<file path="config.mk">
export PLATFORM = sky130hd
export DESIGN_NAME = dispctl_regbank
export DESIGN_NICKNAME = d
export VERILOG_FILES = /design/src/rtl/dispctl_pkg.sv /design/src/rtl/dispctl_i2c_rx.sv /design/src/rtl/dispctl_vblank_det.sv /design/src/rtl/dispctl_stage_bank.sv /design/src/rtl/dispctl_regbank.sv
export SDC_FILE = /design/constraint.sdc
export NUM_CORES = 1
export LEC_CHECK = 0
export BUFFER_PORTS_ARGS = -buffer_cell sky130_fd_sc_hd__buf_4
export CORE_ASPECT_RATIO = 2
export CORE_MARGIN = 3
export CORE_UTILIZATION = 60
export CTS_BUF_LIST = sky130_fd_sc_hd__clkbuf_2 sky130_fd_sc_hd__clkbuf_4 sky130_fd_sc_hd__clkbuf_8
export DETAILED_ROUTE_END_ITERATION = 16
export GPL_ROUTABILITY_DRIVEN = 1
export PLACE_DENSITY = 0.88
export SLEW_MARGIN = 20
export SYNTH_ARGS = -nofsm -noshare
export SYNTH_HDL_FRONTEND = slang
export SYNTH_SLANG_ARGS = --single-unit
</file>
<file path="constraint.sdc">
create_clock -name clk -period 2.07 [get_ports clk]
set_clock_uncertainty 0.2 [all_clocks]
set_input_delay 0.207 -clock clk [delete_from_list [all_inputs] [get_ports clk]]
set_output_delay 0.207 -clock clk [all_outputs]
set_load 0.01 [all_outputs]
</file>
<file path="src/rtl/dispctl_pkg.sv">
package dispctl_pkg;

  localparam int REG_W = 8;

  typedef enum logic [2:0] {
    RX_IDLE,
    RX_ADDR,
    RX_ADDR_ACK,
    RX_SUB,
    RX_SUB_ACK,
    RX_DATA,
    RX_DATA_ACK,
    RX_SKIP
  } rx_state_e;

  // Writable bits per register; register 1 has an unused top bit.
  function automatic logic [REG_W-1:0] field_mask(input int idx);
    return (idx == 1) ? 8'h7F : 8'hFF;
  endfunction

endpackage

</file>
<file path="src/rtl/dispctl_i2c_rx.sv">
module dispctl_i2c_rx
  import dispctl_pkg::*;
#(
  parameter logic [6:0] DEV_ADDR = 7'h20,
  parameter int NUM_REGS = 11,
  localparam int IDX_W = $clog2(NUM_REGS)
) (
  input  logic             clk,
  input  logic             rst,
  input  logic             scl_in,
  input  logic             sda_in,
  output logic             sda_pull,
  output logic             busy,
  output logic             scl_level,
  output logic             wr_en,
  output logic [IDX_W-1:0] wr_idx,
  output logic [REG_W-1:0] wr_data
);

  localparam logic [7:0] LAST_IDX = 8'(NUM_REGS - 1);

  logic [1:0] scl_ff, sda_ff;
  logic       scl_p, sda_p;
  logic       scl_s, sda_s;
  logic       start_c, stop_c, rise_c, fall_c;

  rx_state_e  state;
  logic [3:0] bits;
  logic [7:0] shreg;
  logic [7:0] ptr;

  assign scl_s   = scl_ff[1];
  assign sda_s   = sda_ff[1];
  assign start_c = scl_s & scl_p & sda_p & ~sda_s;
  assign stop_c  = scl_s & scl_p & ~sda_p & sda_s;
  assign rise_c  = scl_s & ~scl_p;
  assign fall_c  = ~scl_s & scl_p;
  assign scl_level = scl_s;

  always_ff @(posedge clk) begin
    if (rst) begin
      scl_ff <= 2'b11;
      sda_ff <= 2'b11;
      scl_p  <= 1'b1;
      sda_p  <= 1'b1;
    end else begin
      scl_ff <= {scl_ff[0], scl_in};
      sda_ff <= {sda_ff[0], sda_in};
      scl_p  <= scl_s;
      sda_p  <= sda_s;
    end
  end

  always_ff @(posedge clk) begin
    if (rst) begin
      state    <= RX_IDLE;
      bits     <= '0;
      shreg    <= '0;
      ptr      <= '0;
      sda_pull <= 1'b0;
      busy     <= 1'b0;
      wr_en    <= 1'b0;
      wr_idx   <= '0;
      wr_data  <= '0;
    end else begin
      wr_en <= 1'b0;
      if (start_c) begin
        state    <= RX_ADDR;
        bits     <= '0;
        sda_pull <= 1'b0;
        busy     <= 1'b1;
      end else if (stop_c) begin
        state    <= RX_IDLE;
        sda_pull <= 1'b0;
        busy     <= 1'b0;
      end else begin
        case (state)
          RX_ADDR, RX_SUB, RX_DATA: begin
            if (rise_c) begin
              shreg <= {shreg[6:0], sda_s};
              bits  <= bits + 4'd1;
            end else if (fall_c && bits == 4'd8) begin
              bits <= '0;
              if (state == RX_ADDR) begin
                if (shreg == {DEV_ADDR, 1'b0}) begin
                  sda_pull <= 1'b1;
                  state    <= RX_ADDR_ACK;
                end else begin
                  state <= RX_SKIP;
                end
              end else if (state == RX_SUB) begin
                ptr      <= shreg;
                sda_pull <= 1'b1;
                state    <= RX_SUB_ACK;
              end else if (ptr <= LAST_IDX) begin
                sda_pull <= 1'b1;
                state    <= RX_DATA_ACK;
              end else begin
                state <= RX_SKIP;
              end
            end
          end
          RX_ADDR_ACK: if (fall_c) begin
            sda_pull <= 1'b0;
            state    <= RX_SUB;
          end
          RX_SUB_ACK: if (fall_c) begin
            sda_pull <= 1'b0;
            state    <= RX_DATA;
          end
          RX_DATA_ACK: if (fall_c) begin
            sda_pull <= 1'b0;
            state    <= RX_DATA;
            wr_en    <= 1'b1;
            wr_idx   <= ptr[IDX_W-1:0];
            wr_data  <= shreg;
            if (ptr != 8'hFF) ptr <= ptr + 8'd1;
          end
          default: ;
        endcase
      end
    end
  end

endmodule

</file>
<file path="src/rtl/dispctl_vblank_det.sv">
module dispctl_vblank_det #(
  parameter int CLK_HZ    = 100_000_000,
  parameter int VBLANK_US = 300,
  localparam int THRESH   = (CLK_HZ / 1_000_000) * VBLANK_US,
  localparam int CNT_W    = $clog2(THRESH + 1)
) (
  input  logic clk,
  input  logic rst,
  input  logic blank_in,
  output logic blank_sync,
  output logic vb_hit
);

  logic [1:0]       blk_ff;
  logic [CNT_W-1:0] cnt;

  assign blank_sync = blk_ff[1];

  always_ff @(posedge clk) begin
    if (rst) begin
      blk_ff <= '0;
      cnt    <= '0;
      vb_hit <= 1'b0;
    end else begin
      blk_ff <= {blk_ff[0], blank_in};
      vb_hit <= 1'b0;
      if (!blk_ff[1]) begin
        cnt <= '0;
      end else if (cnt == CNT_W'(THRESH - 1)) begin
        cnt    <= CNT_W'(THRESH);
        vb_hit <= 1'b1;
      end else if (cnt != CNT_W'(THRESH)) begin
        cnt <= cnt + 1'b1;
      end
    end
  end

endmodule

</file>
<file path="src/rtl/dispctl_stage_bank.sv">
module dispctl_stage_bank
  import dispctl_pkg::*;
#(
  parameter int NUM_REGS = 11,
  localparam int IDX_W = $clog2(NUM_REGS)
) (
  input  logic                      clk,
  input  logic                      rst,
  input  logic                      wr_en,
  input  logic [IDX_W-1:0]          wr_idx,
  input  logic [REG_W-1:0]          wr_data,
  input  logic                      vb_hit,
  input  logic                      busy,
  output logic [NUM_REGS*REG_W-1:0] active,
  output logic                      commit
);

  logic do_commit;
  assign do_commit = vb_hit & ~busy;

  for (genvar g = 0; g < NUM_REGS; g++) begin : g_reg
    logic [REG_W-1:0] stage_q;
    logic [REG_W-1:0] live_q;

    always_ff @(posedge clk) begin
      if (rst) begin
        stage_q <= '0;
        live_q  <= '0;
      end else begin
        if (wr_en && wr_idx == IDX_W'(g)) stage_q <= wr_data & field_mask(g);
        if (do_commit) live_q <= stage_q;
      end
    end

    assign active[g*REG_W +: REG_W] = live_q;
  end

  always_ff @(posedge clk) begin
    if (rst) commit <= 1'b0;
    else     commit <= do_commit;
  end

endmodule

</file>
<file path="src/rtl/dispctl_regbank.sv">
module dispctl_regbank
  import dispctl_pkg::*;
#(
  parameter int         CLK_HZ    = 100_000_000,
  parameter int         VBLANK_US = 300,
  parameter int         NUM_REGS  = 11,
  parameter logic [6:0] DEV_ADDR  = 7'h20,
  localparam int        IDX_W     = $clog2(NUM_REGS)
) (
  input  logic                      clk,
  input  logic                      rst,
  input  logic                      scl_in,
  input  logic                      sda_in,
  input  logic                      blank_in,
  output logic                      sda_pull,
  output logic [NUM_REGS*REG_W-1:0] ctl_active,
  output logic                      commit_pulse
);

  logic             xfer_busy;
  logic             scl_sync;
  logic             blank_sync;
  logic             vb_hit;
  logic             wr_en;
  logic [IDX_W-1:0] wr_idx;
  logic [REG_W-1:0] wr_data;

  dispctl_i2c_rx #(.DEV_ADDR(DEV_ADDR), .NUM_REGS(NUM_REGS)) u_rx (
    .clk(clk), .rst(rst), .scl_in(scl_in), .sda_in(sda_in),
    .sda_pull(sda_pull), .busy(xfer_busy), .scl_level(scl_sync),
    .wr_en(wr_en), .wr_idx(wr_idx), .wr_data(wr_data)
  );

  dispctl_vblank_det #(.CLK_HZ(CLK_HZ), .VBLANK_US(VBLANK_US)) u_vb (
    .clk(clk), .rst(rst), .blank_in(blank_in),
    .blank_sync(blank_sync), .vb_hit(vb_hit)
  );

  dispctl_stage_bank #(.NUM_REGS(NUM_REGS)) u_bank (
    .clk(clk), .rst(rst), .wr_en(wr_en), .wr_idx(wr_idx), .wr_data(wr_data),
    .vb_hit(vb_hit), .busy(xfer_busy), .active(ctl_active), .commit(commit_pulse)
  );

endmodule

</file>
==> results of run 1 <==
registers in the layout, summed over array words and instances (netlist names):
name              flops
u_bank.g.live_q      87
u_bank.g.stage_q     87
u_vb.cnt             15
u_rx.ptr              8
u_rx.shreg            8
u_rx.wr_data          8
u_rx.bits             4
u_rx.wr_idx           4
u_rx.state            3
u_rx.scl_ff           2
u_rx.sda_ff           2
u_vb.blk_ff           2
u_bank.commit         1
u_rx.busy             1
u_rx.scl_p            1
u_rx.sda_p            1
u_rx.sda_pull         1
u_rx.wr_en            1
u_vb.vb_hit           1
critical path: stages, from the launching register on:
cell and delay [ns]:
dfxtp_1 0.50, and4bb_1 0.25, o221ai_2 0.15, or3_4 0.46, a221oi_2 0.29
layout by cell type (no fill, tap or decap), types with 5 or more instances in the layout:
cell / netlist / final
nand2_1: 235 / 235
dfxtp_1: 237 / 234
a21oi_1: 126 / 126
buf_4: 3 / 117
nor2_1: 116 / 116
mux2i_1: 88 / 88
clkbuf_8: 0 / 42
nand3_1: 13 / 13
o21ai_0: 13 / 13
inv_1: 9 / 9
nand2b_1: 10 / 9
xnor2_1: 8 / 8
or2_2: 8 / 8
nor3_1: 8 / 8
nand4_1: 7 / 7
xor2_1: 7 / 7
dlygate4sd3_1: 0 / 7
nand3b_1: 6 / 6
ha_1: 6 / 6
nor2b_1: 6 / 5
clkbuf_4: 0 / 5
clkinv_2: 0 / 5
buf_12: 0 / 5
cell type report:
class                           count  area [um^2]
Timing Repair Buffer              130         1060
Clock inverter                      7         63.8
Tap cell                          192          240
Clock buffer                       47          616
Fill cell                        1037         3790
Sequential cell                   237         4750
Inverter                            9         33.8
Multi-Input combinational cell    715         3950
kinds of logic after synthesis:
kind of cell    after synthesis
simple gates                444
flops                       237
compound gates              161
mux                          88
buf+inv                      80
xor+xnor                     15
fa+ha+maj                     6
other cells                   1
repair_timing:
item / CTS / global route
gates resized for setup: 0 / 3
hold buffers: 7 / 0
setup buffers: 0 / 2
endpoints found under the hold margin: 37 / 0
setup endpoints to repair: 0 / 11
report_power, final:
part	total [mW]	leakage [nW]	internal, mW	switching, mW
Clock	3.68	0.363	2.02	1.67
Combinational	0.135	1.86	0.0441	0.0908
Sequential	4.58	1.91	4.57	0.0106
final timing paths:
| path | start | end | slack [ns] | cells after the start |
|---|---|---|---|---|
| worst max-delay path | u_rx.state[2] | u_rx.ptr[0] | 0.11 | 4 |
| worst min-delay path | u_rx.sda_ff[0] | u_rx.sda_ff[1] | 0.21 | 1 |
| worst max register to register | u_rx.state[2] | u_rx.ptr[0] | 0.11 | 4 |
| worst min register to register | u_rx.sda_ff[0] | u_rx.sda_ff[1] | 0.21 | 1 |
layer usage:
| metal | wire, um | vias to the layer above | share of wire | track usage |
|---|---|---|---|---|
| met1 | 7630 | 3530 | 0.36 | 0.254 |
| met3 | 979 | 95 | 0.046 | 0.0334 |
| li1 | - | 3606 | - | - |
| met5 | 0 | - | 0 | 0 |
| met2 | 11400 | 240 | 0.54 | 0.479 |
| met4 | 1310 | 0 | 0.061 | 0.168 |
==> run metrics, run 1 <==
routed wire length per instance=around 16 um; core area=0.0145 mm^2; Die Footprint=approximately 0.017 mm^2; post-synthesis mux area share=0.0977; All-Layer GR Usage=0.253; largest area contributor in the netlist=dfxtp_1; proportion of layout cells with a drive suffix above 1=0.180; Area Growth Syn to Fin=18.8%; Seq cells post-synth=237; crit path DAT=approximately 2.2 ns; Tmin final=just under 2 ns; cell with the most instances after synthesis=dfxtp_1; hold_ws=approximately 0.21 ns; Final Hold Fails=0; Max-Cap Viols=0; setup tns final=0 ns; synth cell count leaders=dfxtp_1 (237), nand2_1 (235), a21oi_1 (126), nor2_1 (116), mux2i_1 (88); fraction of the mapped netlist area in simple logic gates=0.218; final wirelength=approximately 21000 um; Crit Path Category=reg2reg; TritonCTS Buffers=30; final instance area=0.0107 mm^2; first-pass GRT wire length=around 34000 um; Finished Layout Cells=approximately 1300; Area after DPL=0.00993 mm^2; Distinct cells, synth=57; fin util=0.738; Synth Area in Adders=0.00832; final worst slack=~0.11 ns; Diodes inserted=0; First-pass DRT Iterations=5; DR iter-0 viols=approximately 390; Ys Warns=0; fin crit share=0.947; vias in the first global route=roughly 7400; Least-Margin Pin Slew=around 0.72 ns; endpoint class of the critical path=flop; Mean Syn Cell Area=approximately 8.7 um^2; largest net degree at the start of global routing=89; Pleak=slightly above 4 nW; Final ANT Viol Nets=0; Worst-path clk slew=roughly 0.070 ns; Max-Slew Margin vs Limit=0.518; Post-Synth XOR/XNOR Area=0.0146; worst hold path type=reg2reg; CP max FO=11; Ports=95; DP Worst Slack=around 0.1 ns; CTS sink cnt=about 240; peak supply drop=~0.5 mV; Die Ht=179 um; Mapped Cells=around 1000; I/O Buffers=between 90 and 100; Final Total Pwr=approximately 8.4 mW; syn_nets=around 1000; largest cells by area after synthesis=dfxtp_1 (53%), nand2_1 (9.8%), mux2i_1 (9.8%); Clock Latency Late Sink=approximately 0.57 ns; max-slew violation count=0; final net count=roughly 1100; Synth Area in Compound Gates=0.0975; H-tree levels=1; post-synthesis sequential area ratio=0.526; Main synth FF type=dfxtp_1; final count of negative-setup-slack endpoints=0; CTS tree=done; synthesized area=0.00902 mm^2; die width=92.7 um; root buffer cell=clkbuf_8; post-synth top area share=0.526; combinational family with the most area after synthesis=simple AND/OR/NAND/NOR gates; RSZ-0062 raised after global routing=false; Req. time, crit path=around 2.3 ns; FP Rows=62; maximum clock path buffer count=3; RD Place Congestion=0.824; initial antenna violation count=0; fraction of registers with async set/reset=0; Max Freq=~0.5 GHz; dpl cells=~1300; HPWL Detailed=14000 um; Post-synth EDFFs=0; total grt overflow=0; vias=~7500; via/cell ratio=about 5.6; crit path launch type=flop; power per cell area=~800 mW/mm^2; DRC viols=0; starting density of the core=0.622; status=completed
Power figures use the tool's default switching activity.
==> run 2: changes to the inputs <==
--- a/config.mk
+++ b/config.mk
@@ -6,13 +6,15 @@
 export NUM_CORES = 1
 export LEC_CHECK = 0
 export BUFFER_PORTS_ARGS = -buffer_cell sky130_fd_sc_hd__buf_4
+export CELL_PAD_IN_SITES_DETAIL_PLACEMENT = 1
+export CELL_PAD_IN_SITES_GLOBAL_PLACEMENT = 1
 export CORE_ASPECT_RATIO = 2
 export CORE_MARGIN = 3
-export CORE_UTILIZATION = 60
+export CORE_UTILIZATION = 40
 export CTS_BUF_LIST = sky130_fd_sc_hd__clkbuf_2 sky130_fd_sc_hd__clkbuf_4 sky130_fd_sc_hd__clkbuf_8
 export DETAILED_ROUTE_END_ITERATION = 16
 export GPL_ROUTABILITY_DRIVEN = 1
-export PLACE_DENSITY = 0.88
+export PLACE_DENSITY = 0.79
 export SLEW_MARGIN = 20
 export SYNTH_ARGS = -nofsm -noshare
 export SYNTH_HDL_FRONTEND = slang
==> run 2 against run 1 <==
  * Register-to-register slack is essentially flat
  * Sequential share of layout area shrank 0.79 points
  * Global-route usage shrank 6.0 points
  * Via count shrank 1.8%
  * Maximum frequency grew 0.34%
  * Die area grew 47%
  * Sequential power is essentially flat
  * Critical path depth is the same
  * Non-clock buffer count shrank 3
  * Combinational power is essentially flat
  * Critical endpoint unchanged
  * Largest cell class unchanged
  * Largest power group unchanged
==> run metrics, run 2 (synthesis gave the netlist of run 1 again) <==
Worst path top cell family by delay=simple AND/OR/NAND/NOR gates; routed wire length per instance=16.6 um (+4.0%); Int Pwr=6.99 mW (+5.5%); endpoint class of the critical path=flop; worst hold path type=reg2reg; total grt overflow=0 (unchanged); Post-CTS Setup Inserts=0 (unchanged); Switch Pwr=1.85 mW (+4.7%); final count of negative-setup-slack endpoints=0 (unchanged); Req. time, crit path=2.29 ns (-0.04 ns); worst path cell trace=and4bb_1 -> o221ai_2 -> or3_4 -> a221oi_2; crit-path max cell delay=0.49 ns (about the same); H-tree levels=2 (+1); critical path launch point=u_rx.scl_p; TritonCTS Buffers=34 (+13%); power per cell area=811 mW/mm^2 (+3.5%); crit path launch type=flop; final wirelength=23700 um (+11%); r2r endpoint=u_rx.ptr[0]; worst path bufs/invs=0 (unchanged); Die Ht=218 um (+22%); CTS tree=done; status=completed; min-delay src=u_rx.sda_ff[0]; Crit Path Category=reg2reg; Max Freq=0.512 GHz (+0.34%); initial antenna violation count=0 (unchanged); flop2flop setup slack=0.12 ns (about the same); First-pass DRT Iterations=4 (-1); Worst-path clk slew=0.07 ns (about the same); FP Rows=77 (+24%); I/O Buffers=93 (unchanged); Reg power frac=0.518 (-0.027); Multi-input gate area=0.00397 mm^2 (+0.44%); biggest regs=u_bank.g.live_q x87, u_bank.g.stage_q x87, u_vb.cnt x15; core area=0.0222 mm^2 (+53%); first-pass GRT wire length=39000 um (+14%); Max-Slew Margin vs Limit=0.497 (-0.0211); max-slew violation count=0 (unchanged); Pleak=4.19 nW (+1.2%); # fillers=2621 (+150%); FF-to-FF Start=u_rx.scl_p; Switching Share=0.209 (-0.00133); fin crit share=0.944 (-0.00316); Max-Cap Viols=0 (unchanged); worst r2r path cells=4 (unchanged); All-Layer GR Usage=0.193 (-0.0604); Clock Latency Late Sink=0.51 ns (-0.06 ns); crit path DAT=2.17 ns (-0.05 ns); fin util=0.492 (-0.246); peak supply drop=0.446 mV (-13%); Hold Crit Endpoint=u_rx.sda_ff[1]; vias=7338 (-1.8%); maximum clock path buffer count=3 (unchanged); sequential cell area=0.00475 mm^2 (unchanged); clock group share of total power=0.467 (+0.028); CP max FO=9 (-2); largest net degree at the start of global routing=106 (+19%); Area Growth Syn to Fin=20.9%; Final Hold Fails=0 (unchanged); CTS sink cnt=237 (unchanged); RD Place Congestion=0.860 (+4.3%); setup tns final=0 ns (unchanged); DRC viols=0 (unchanged); critical path's slowest cell=dfxtp_1; HPWL Detailed=16000 um (+14%); Final ANT Viol Nets=0 (unchanged); combinational power share=0.015 (about the same); Tmin final=1.95 ns (-0.00655 ns); final instance area=0.0109 mm^2 (+1.8%); Ports=95 (unchanged); RSZ-0062 raised after global routing=false; final net count=1135 (+0.088%); Area after DPL=0.0100 mm^2 (+1.1%); via/cell ratio=5.15 (-7.9%); Diodes inserted=0 (unchanged); Least-Margin Pin Slew=0.754 ns (+0.0316 ns); die width=112 um (+21%); commonest non-fill, non-tap cells in the layout=nand2_1 (234), dfxtp_1 (234), a21oi_1 (126), nor2_1 (116), buf_4 (115); starting density of the core=0.407 (-0.215); Die Footprint=0.0245 mm^2 (+47%); hold path cells=1 (unchanged); DR iter-0 viols=379 (-1.8%); proportion of layout cells with a drive suffix above 1=0.186 (+0.00617); vias in the first global route=7789 (+5.1%); root buffer cell=clkbuf_8
[run 2: cell types whose count changed in the layout (fill, tap and decap cells not counted), moves of 2 or more]
cell	previous run	this run
clkbuf_8	42	49
nor3b_1	3	1
buf_4	117	115
clkinv_2	5	3
clkbuf_4	5	9
nor3b_2	1	3
[run 2: cell type report]
type / instances / area share
Inverter: 9 / 0.00310
Clock inverter: 4 / 0.00413
Multi-Input combinational cell: 715 / 0.364
Tap cell: 276 / 0.0317
Clock buffer: 58 / 0.0680
Timing Repair Buffer: 127 / 0.0940
Sequential cell: 237 / 0.435
[run 2: power groups by stage]
stage                     Combinational, mW  Clock [mW]  Sequential [mW]
after detailed placement              0.125           0             4.68
final                                 0.136        4.13             4.58
after global placement                0.124           0             4.68
after global routing                  0.150        4.47             4.58
after floorplan                      0.0946           0             4.68
after CTS                             0.137        4.25             4.58
[run 2: stage by stage]
stage / worst slack (ns) / cells / hold WS (ns) / power, mW
after floorplan: 0.326 / 1032 / 0.111 / 4.77
after global placement: 0.189 / 1357 / 0.193 / 4.80
after detailed placement: 0.0986 / 1357 / 0.195 / 4.81
after CTS: 0.0790 / 1426 / 0.202 / 8.97
after global routing: 0.00513 / 1426 / 0.212 / 9.19
final: 0.115 / 1426 / 0.197 / 8.84
[run 2: routing by layer]
layer,GRT usage,vias to the layer above,share of wire
met5,0,-,0
met4,0.0854,0,0.032
met3,0.0283,52,0.032
met2,0.377,117,0.56
met1,0.198,3573,0.38
li1,-,3596,-
[run 2: timing repair]
item | in CTS | in global routing
hold buffers | 7 | 0
gates resized for setup | 0 | 5
endpoints found under the hold margin | 22 | 0
setup endpoints to repair | 0 | 9
[run 2: worst max-delay path by stage]
stage / depth (start not counted) / slack (ns) / end
after CTS: 5 / 0.08 / u_rx.ptr[5]
after floorplan: 5 / 0.33 / u_rx.ptr[0]
after global routing: 5 / 0.005 / u_rx.ptr[2]
after global placement: 5 / 0.19 / u_rx.ptr[6]
final: 4 / 0.12 / u_rx.ptr[0]
after detailed placement: 5 / 0.1 / u_rx.ptr[6]
